### config.mk
export PLATFORM = sky130hd
export DESIGN_NAME = branch_cond_unit
export DESIGN_NICKNAME = d
export VERILOG_FILES = /design/src/rtl/bcu_pkg.sv /design/src/rtl/bcu_compare.sv /design/src/rtl/bcu_cr_file.sv /design/src/rtl/bcu_count.sv /design/src/rtl/branch_cond_unit.sv
export SDC_FILE = /design/constraint.sdc
export NUM_CORES = 1
export LEC_CHECK = 0
export CAP_MARGIN = 20
export CORE_ASPECT_RATIO = 1.4
export CORE_MARGIN = 5
export CORE_UTILIZATION = 41
export DETAILED_ROUTE_END_ITERATION = 8
export DONT_BUFFER_PORTS = 1
export PLACE_DENSITY = 0.67
export REMOVE_ABC_BUFFERS = 1
export SYNTH_ARGS = -nofsm -noshare
export SYNTH_HDL_FRONTEND = slang
export SYNTH_SLANG_ARGS = --single-unit
export TNS_END_PERCENT = 10
### constraint.sdc
create_clock -name clk -period 4.4 [get_ports clk]
set_clock_uncertainty 0.1 [all_clocks]
set_input_delay 0.88 -clock clk [delete_from_list [all_inputs] [get_ports clk]]
set_output_delay 0.88 -clock clk [all_outputs]
set_load 0.005 [all_outputs]
### src/rtl/bcu_pkg.sv
package bcu_pkg;
   typedef struct packed {
      logic lt;
      logic gt;
      logic eq;
      logic so;
   } cr_field_t;

   localparam int FIELD_W = 4;
endpackage

### src/rtl/bcu_compare.sv
module bcu_compare
   import bcu_pkg::*;
#(
   parameter int DATA_W       = 32,
   parameter bit USE_SUBTRACT = 1'b1
) (
   input  logic              is_signed,
   input  logic [DATA_W-1:0] opa,
   input  logic [DATA_W-1:0] opb,
   input  logic              so_in,
   output cr_field_t         flags
);
   logic less;
   logic same;

   assign same = (opa == opb);

   generate
      if (USE_SUBTRACT) begin : g_sub
         logic [DATA_W+1:0] ea;
         logic [DATA_W+1:0] eb;
         logic [DATA_W+1:0] diff;
         always_comb begin
            ea   = {{2{is_signed & opa[DATA_W-1]}}, opa};
            eb   = {{2{is_signed & opb[DATA_W-1]}}, opb};
            diff = ea - eb;
            less = diff[DATA_W+1];
         end
      end else begin : g_op
         always_comb begin
            if (is_signed) less = ($signed(opa) < $signed(opb));
            else           less = (opa < opb);
         end
      end
   endgenerate

   always_comb begin
      flags.lt = less;
      flags.gt = ~less & ~same;
      flags.eq = same;
      flags.so = so_in;
   end
endmodule

### src/rtl/bcu_cr_file.sv
module bcu_cr_file
   import bcu_pkg::*;
#(
   parameter int NFIELD = 8,
   localparam int FSEL_W = $clog2(NFIELD),
   localparam int CR_W   = FIELD_W * NFIELD
) (
   input  logic              clk,
   input  logic              rst_n,
   input  logic              cmp_we,
   input  logic [FSEL_W-1:0] cmp_sel,
   input  cr_field_t         cmp_flags,
   input  logic              rec_we,
   input  cr_field_t         rec_flags,
   output logic [CR_W-1:0]   cr_q
);
   generate
      for (genvar k = 0; k < NFIELD; k++) begin : g_field
         localparam int HI = CR_W - 1 - FIELD_W * k;
         cr_field_t cur;
         cr_field_t nxt;
         assign cur = cr_field_t'(cr_q[HI -: FIELD_W]);
         always_comb begin
            nxt = cur;
            if (cmp_we && (cmp_sel == FSEL_W'(k))) nxt = cmp_flags;
            else if (rec_we && (k == 0))          nxt = rec_flags;
         end
         always_ff @(posedge clk) begin
            if (!rst_n) cr_q[HI -: FIELD_W] <= '0;
            else        cr_q[HI -: FIELD_W] <= nxt;
         end
      end
   endgenerate
endmodule

### src/rtl/bcu_count.sv
module bcu_count #(
   parameter int DATA_W = 32
) (
   input  logic              clk,
   input  logic              rst_n,
   input  logic              mv_we,
   input  logic [DATA_W-1:0] mv_data,
   input  logic              dec,
   output logic [DATA_W-1:0] cnt_q,
   output logic [DATA_W-1:0] cnt_dec
);
   assign cnt_dec = cnt_q - DATA_W'(1);

   always_ff @(posedge clk) begin
      if (!rst_n)     cnt_q <= '0;
      else if (mv_we) cnt_q <= mv_data;
      else if (dec)   cnt_q <= cnt_dec;
   end
endmodule

### src/rtl/branch_cond_unit.sv
module branch_cond_unit
   import bcu_pkg::*;
#(
   parameter int DATA_W       = 32,
   parameter int NFIELD       = 8,
   parameter bit USE_SUBTRACT = 1'b1,
   localparam int CR_W   = FIELD_W * NFIELD,
   localparam int FSEL_W = $clog2(NFIELD),
   localparam int BSEL_W = $clog2(CR_W)
) (
   input  logic              clk,
   input  logic              rst_n,
   input  logic              cmp_valid,
   input  logic              cmp_signed,
   input  logic [FSEL_W-1:0] cmp_field,
   input  logic [DATA_W-1:0] cmp_a,
   input  logic [DATA_W-1:0] cmp_b,
   input  logic              rec_valid,
   input  logic [DATA_W-1:0] rec_value,
   input  logic              so_in,
   input  logic              br_valid,
   input  logic [BSEL_W-1:0] br_bit,
   input  logic              br_want,
   input  logic              br_use_cond,
   input  logic              br_use_ctr,
   input  logic              br_ctr_zero,
   input  logic              ctr_wr,
   input  logic [DATA_W-1:0] ctr_wdata,
   output logic [DATA_W-1:0] ctr_rdata,
   output logic [CR_W-1:0]   cr_out,
   output logic              br_taken
);
   generate
      if (NFIELD < 2 || (1 << FSEL_W) != NFIELD) begin : g_bad_nfield
         $error("NFIELD must be a power of two of at least 2");
      end
      if (DATA_W < 2) begin : g_bad_width
         $error("DATA_W must be at least 2");
      end
   endgenerate

   cr_field_t cmp_flags;
   cr_field_t rec_flags;
   logic [DATA_W-1:0] cnt_dec;
   logic sel_bit, cond_ok, cnt_nz, cnt_ok;

   bcu_compare #(.DATA_W(DATA_W), .USE_SUBTRACT(USE_SUBTRACT)) u_cmp (
      .is_signed(cmp_signed), .opa(cmp_a), .opb(cmp_b),
      .so_in(so_in), .flags(cmp_flags)
   );

   bcu_compare #(.DATA_W(DATA_W), .USE_SUBTRACT(USE_SUBTRACT)) u_rec (
      .is_signed(1'b1), .opa(rec_value), .opb('0),
      .so_in(so_in), .flags(rec_flags)
   );

   bcu_cr_file #(.NFIELD(NFIELD)) u_cr (
      .clk(clk), .rst_n(rst_n),
      .cmp_we(cmp_valid), .cmp_sel(cmp_field), .cmp_flags(cmp_flags),
      .rec_we(rec_valid), .rec_flags(rec_flags),
      .cr_q(cr_out)
   );

   bcu_count #(.DATA_W(DATA_W)) u_cnt (
      .clk(clk), .rst_n(rst_n),
      .mv_we(ctr_wr), .mv_data(ctr_wdata),
      .dec(br_valid & br_use_ctr),
      .cnt_q(ctr_rdata), .cnt_dec(cnt_dec)
   );

   always_comb begin
      sel_bit  = cr_out[BSEL_W'(CR_W - 1) - br_bit];
      cond_ok  = ~br_use_cond | (sel_bit == br_want);
      cnt_nz   = |cnt_dec;
      cnt_ok   = ~br_use_ctr | (cnt_nz ^ br_ctr_zero);
      br_taken = br_valid & cond_ok & cnt_ok;
   end
endmodule

==> summary.json, run 1 <==
{
  "syn_area_per_cell_um2": 8.15,
  "dp.final_hpwl_um": 11400,
  "antenna_found_initial": 0,
  "post_drt_via_cell_ratio": 5.92,
  "worst_slew_margin_rel_pct": 34.3,
  "max_clock_freq_ghz": 0.243,
  "timing.critical_path.fanout_max": 10,
  "hold_violations": 0,
  "power_density_nw_per_um2": 340,
  "tritoncts": "done",
  "cts_repair_resize_count": 0,
  "detailed_place.area_um2": 4920,
  "routed_wl_um": 14400,
  "critPathKind": "reg -> out",
  "grt_pass1_wl_um": 22200,
  "cell_area_after_technology_mapping_um2": 4850,
  "vdd_drop_max_mv": 0.202,
  "post_synth_top_flop": "dfxtp_1",
  "gr-total-overflow": 0,
  "die-area_um2": 14100,
  "synth_top_area_share_pct": 26.4,
  "synth-async-reset-ratio_pct": 0,
  "core_region_area_um2": 11700,
  "number_of_buffers_added_on_ports": 0,
  "final-max-slew-violation-count": 0,
  "synth_enable_flop_cells": 0,
  "ys_top_cells_by_count": "70 x nand2_1, 64 x dfxtp_1, 42 x o21ai_0",
  "ctsHtreeMaxLevel": 3,
  "final_cell_area_um2": 5270,
  "netlist_top_cells_area": "dfxtp_1 26%, ha_1 8.8%, nand2_1 5.4%, and2_1 4.6%, o21ai_0 4.3%",
  "i_o_pin_count": 213,
  "tightestPinTransition_ns": 0.978,
  "fin_crit_ns": 4.12,
  "rr_startpoint": "u_cnt.cnt_q[0]",
  "grt_setup_unrepaired": "false",
  "largest_net_degree_at_the_start_of_global_routing": 73,
  "critPathLaunch": "u_cnt.cnt_q[15]",
  "layout.cells.non_filler": 730,
  "cts_root_buf": "clkbuf_16",
  "layout_worst_path_cycle_share_pct": 93.7,
  "die_w_um": 102,
  "drc_violations_left": 0,
  "gp_congestion": 0.913,
  "num-fill-cells": 1146,
  "hold_start": "u_cr.g_field[6].cur[2]",
  "arrival_ns": 3.14,
  "floorplan.initialDensity_pct": 41.4,
  "insertion_delay_ns": 0.33,
  "detailroute.via_count": 4318,
  "clk_path_buf_depth": 2,
  "cts.repair_timing.setup_buffer_count": 0,
  "critical_path.endpoint_type": "primary output",
  "final_layout_size_suffix_gt1_share_pct": 7.38,
  "clk_pin_slew_worst_paths_ns": 0.06,
  "syn_inst": 595,
  "holdCritPathClass": "reg -> reg",
  "synth_top_cell_by_area": "dfxtp_1",
  "grt_usage_pct": 19.5,
  "syn2layout_area_growth_pct": 8.75,
  "p_leak_nw": 2.11,
  "synth_most_common_cell": "nand2_1",
  "grt_pass1_vias": 4346,
  "number_of_buffers_created_by_cts": 9,
  "clock-sinks": 64,
  "synth_seq_area_share_pct": 26.4,
  "synthesis.yosys.warnings": 0,
  "finish.net_count": 760,
  "max-cap-violations": 0,
  "run_status": "completed",
  "holdBufCountCts": 0,
  "ant_nets": 0,
  "placed_cells": 714,
  "fin_tns_setup_ns": 0,
  "totalPowerFinal_mw": 1.79,
  "dr.first_iter.drc_count": 97,
  "die_h_um": 139,
  "crit_required_ns": 3.42,
  "core.rowCount": 47,
  "wl_per_cell_um": 19.7,
  "hold-worst-slack_ns": 0.414,
  "ys_seq_elements": 64,
  "antennaDiodeCount": 0,
  "drtPass1Iterations": 4,
  "yosysUniqueCellTypes": 60,
  "critPathLaunchType": "flip-flop",
  "final-setup-viol-count": 0
}
==> final cells by class <==
| class | count | area [µm²] | area share (%) |
|---|---|---|---|
| clock inverter | 7 | 125 | 2.37 |
| tap | 147 | 184 | 3.49 |
| sequential | 64 | 1280 | 24.3 |
| timing repair buffer | 3 | 22.5 | 0.427 |
| clock buffer | 9 | 225 | 4.27 |
| inverter | 39 | 146 | 2.78 |
| multi-input combinational | 461 | 3290 | 62.4 |
==> cell usage in the layout (no fill, tap or decap), drive strengths merged, types with 17 or more instances in the layout <==
| cell | synthesis | routed |
|---|---|---|
| nand2 | 71 | 71 |
| dfxtp | 64 | 64 |
| o21ai | 42 | 42 |
| inv | 39 | 42 |
| and2 | 37 | 37 |
| ha | 34 | 34 |
| nor2 | 32 | 32 |
| nor3 | 24 | 24 |
| xnor2 | 22 | 22 |
| nor4 | 20 | 20 |
| mux2i | 17 | 17 |
==> through the flow <==
step / worst slack (ns) / utilization, %
floorplan: 0.922 / -
finish: 0.279 / 45.1
detailed placement: 0.679 / 42.1
global placement: 0.733 / 42.1
global route: 0.119 / 45.1
CTS: 0.310 / 45.1
==> worst max-delay path, stage by stage, from the launching register on <==
cell      delay [ns]
dfxtp_1         0.42
or3_1           0.45
or3_1           0.40
nor4_1          0.36
xor2_1          0.12
a2111o_1        0.43
o41a_1          0.34
a211oi_2        0.29
==> worst paths after layout <==
check | to | slack, ns | cells after the start
setup / recovery | br_taken | 0.28 | 7
hold / removal | u_cr.g_field[6].cur[2] | 0.41 | 2
setup reg to reg | u_cnt.cnt_q[22] | 1.69 | 9
hold reg to reg | u_cr.g_field[6].cur[2] | 0.41 | 2
==> layer usage <==
metal  track usage [%]  wire length [µm]  vias up
li1                  -                 -     2087
met1              19.5              4960     2024
met2              35.4              7560      172
met3              7.70              1390       35
met4              7.33               442        0
met5                 0                 0        -
==> power breakdown <==
part	switching (mW)	leakage, nW	internal [mW]
clock	0.292	0.171	0.561
combinational	0.146	1.42	0.133
sequential	0.0553	0.524	0.606
==> registers in the layout (all words and copies together) (netlist names) <==
signal	cells
u_cnt.cnt_q	32
u_cr.g_field.cur	32
==> cell families after synthesis <==
logic type	Yosys count	synth area share, %
buffers and inverters	70	5.88
xor gates and xnor gates	38	6.86
DFF	64	26.4
muxes	26	7.69
AOI/OAI and AO/OA	116	16.3
and+or+nand+nor	247	28.1
adders and majority gates	34	8.77
Power figures use the tool's default switching activity.
==> inputs of run 2 (changes only) <==
Settings changed: GPL_TIMING_DRIVEN set to 0, HOLD_SLACK_MARGIN set to 0.1.
==> run 2 against run 1 <==
Clock power grew 0.6%; sequential share of layout area is essentially flat; critical path type unchanged; cell count shrank 0.14%; combinational power shrank 1%; die area is the same; wire length shrank 0.22%; power is essentially flat; highest routed layer unchanged.
==> summary.json, run 2 (same netlist as run 1, synthesis figures left out) <==
{
  "ant_nets": 0,
  "floorplan.initialDensity_pct": 41.4,
  "drc_violations_left": 0,
  "grt_pass1_vias": 4443,
  "vdd_drop_max_mv": 0.170,
  "critical_path.n_buffers_inverters": 0,
  "holdCritPathClass": "reg -> reg",
  "cell_internal_pwr_mw": 1.30,
  "hold-worst-slack_ns": 0.421,
  "grt_pass1_wl_um": 22300,
  "layout.cells.non_filler": 729,
  "max_clock_freq_ghz": 0.243,
  "i_o_pin_count": 213,
  "crit_required_ns": 3.42,
  "dp.final_hpwl_um": 11300,
  "antennaDiodeCount": 0,
  "seq_power_share_pct": 36.9,
  "final_layout_size_suffix_gt1_share_pct": 7.22,
  "tritoncts": "done",
  "final_common_cell": "nand2_1",
  "ctsHtreeMaxLevel": 3,
  "switching_power_mw": 0.497,
  "clk_path_buf_depth": 2,
  "core.rowCount": 47,
  "fin_crit_ns": 4.12,
  "hold_violations": 0,
  "cts.repair_timing.setup_buffer_count": 0,
  "antenna_found_initial": 0,
  "critical_path.endpoint_type": "primary output",
  "die_h_um": 139,
  "fin_tns_setup_ns": 0,
  "critPathKind": "reg -> out",
  "tightestPinTransition_ns": 1.02,
  "clk_pin_slew_worst_paths_ns": 0.06,
  "power_density_nw_per_um2": 341,
  "gp_congestion": 0.889,
  "cts_repair_resize_count": 0,
  "crit_path_cell_trace": "or3_1 -> or3_1 -> nor4_1 -> xor2_1 -> a2111o_1 -> o41a_1 -> a211oi_2",
  "max-cap-violations": 0,
  "routed_wl_um": 14300,
  "cts_root_buf": "clkbuf_16",
  "core_region_area_um2": 11700,
  "worst_slew_margin_rel_pct": 31.2,
  "finish.net_count": 759,
  "multi_input_comb_area_um2": 3290,
  "gr-total-overflow": 0,
  "clkPwrFrac_pct": 47.8,
  "worst_path_dominant_cell_family": "simple AND/OR/NAND/NOR gates",
  "critical_path.slowest_cell": "or3_1",
  "number_of_buffers_added_on_ports": 0,
  "number_of_buffers_created_by_cts": 9,
  "seq_area_um2": 1280,
  "critPathLaunchType": "flip-flop",
  "final-max-slew-violation-count": 0,
  "crit_path_frequent_cell": "or3_1",
  "holdBufCountCts": 0,
  "die-area_um2": 14100,
  "layout_worst_path_cycle_share_pct": 93.6,
  "run_status": "completed",
  "wl_per_cell_um": 19.6,
  "clock-sinks": 64,
  "die_w_um": 102,
  "p_leak_nw": 2.11,
  "placed_cells": 713,
  "grt_usage_pct": 19.4,
  "drtPass1Iterations": 4,
  "net_switching_share_of_the_total_power_pct": 27.7,
  "syn2layout_area_growth_pct": 8.59,
  "timing.critical_path.fanout_max": 10,
  "dr.first_iter.drc_count": 106,
  "final-setup-viol-count": 0,
  "grt_setup_unrepaired": "false",
  "detailroute.via_count": 4359,
  "num-fill-cells": 1164,
  "final_cell_mix": "70 x nand2_1, 64 x dfxtp_1, 42 x o21ai_0, 39 x inv_1, 36 x and2_1",
  "slowest_delay_ns": 0.45,
  "post_drt_via_cell_ratio": 5.98,
  "largest_net_degree_at_the_start_of_global_routing": 73,
  "share_comb_of_total_power_pct": 15.4,
  "arrival_ns": 3.14,
  "insertion_delay_ns": 0.34
}
==> run 2: area by class of cell <==
cell class	count	area share, %
clock buffers	9	4.28
clock inverters	7	2.38
inverters	39	2.78
multi-input cells	461	62.5
flip-flops and latches	64	24.3
well taps	147	3.49
repair buffers	2	0.285
==> run 2: routing by layer <==
metal / global-route usage [%] / wire, µm / part of all wire [%] / vias up
li1: - / - / - / 2084
met1: 19.0 / 4890 / 34 / 2037
met2: 35.1 / 7450 / 52 / 192
met3: 6.79 / 1380 / 9.7 / 46
met4: 9.95 / 593 / 4.1 / 0
met5: 0 / 0 / 0 / -
==> run 2: path summary, 6_finish.rpt <==
path                             to  cells past startpoint                   start  slack, ns
max reg2reg         u_cnt.cnt_q[22]                      9          u_cnt.cnt_q[0]       1.72
max                        br_taken                      7         u_cnt.cnt_q[15]       0.28
min reg2reg  u_cr.g_field[6].cur[2]                      2  u_cr.g_field[6].cur[2]       0.42
min          u_cr.g_field[6].cur[2]                      2  u_cr.g_field[6].cur[2]       0.42
==> run 2: power groups by stage <==
stage	registers, mW	clock network (mW)	logic, mW
floorplan	0.656	0	0.219
global placement	0.673	0	0.262
detailed placement	0.674	0	0.275
CTS	0.661	0.871	0.278
global route	0.666	0.896	0.313
finish	0.661	0.858	0.276
==> run 2: tightest hold or removal path, stage by stage (launching register included) <==
cell and delay, ns:
dfxtp_1 0.34, nand2_1 0.06, o32ai_1 0.07
==> run 2: through the flow <==
stage          setup slack, ns  utilization [%]  power (mW)  area, µm²
4_1_cts                  0.304             45.0        1.81       5270
6_report                 0.283             45.0        1.79       5270
3_5_place_dp             0.673             42.0       0.949       4910
2_1_floorplan            0.922                -       0.875       4710
3_3_place_gp            0.0645             41.8       0.935       4890
5_1_grt                 0.0874             45.0        1.88       5270
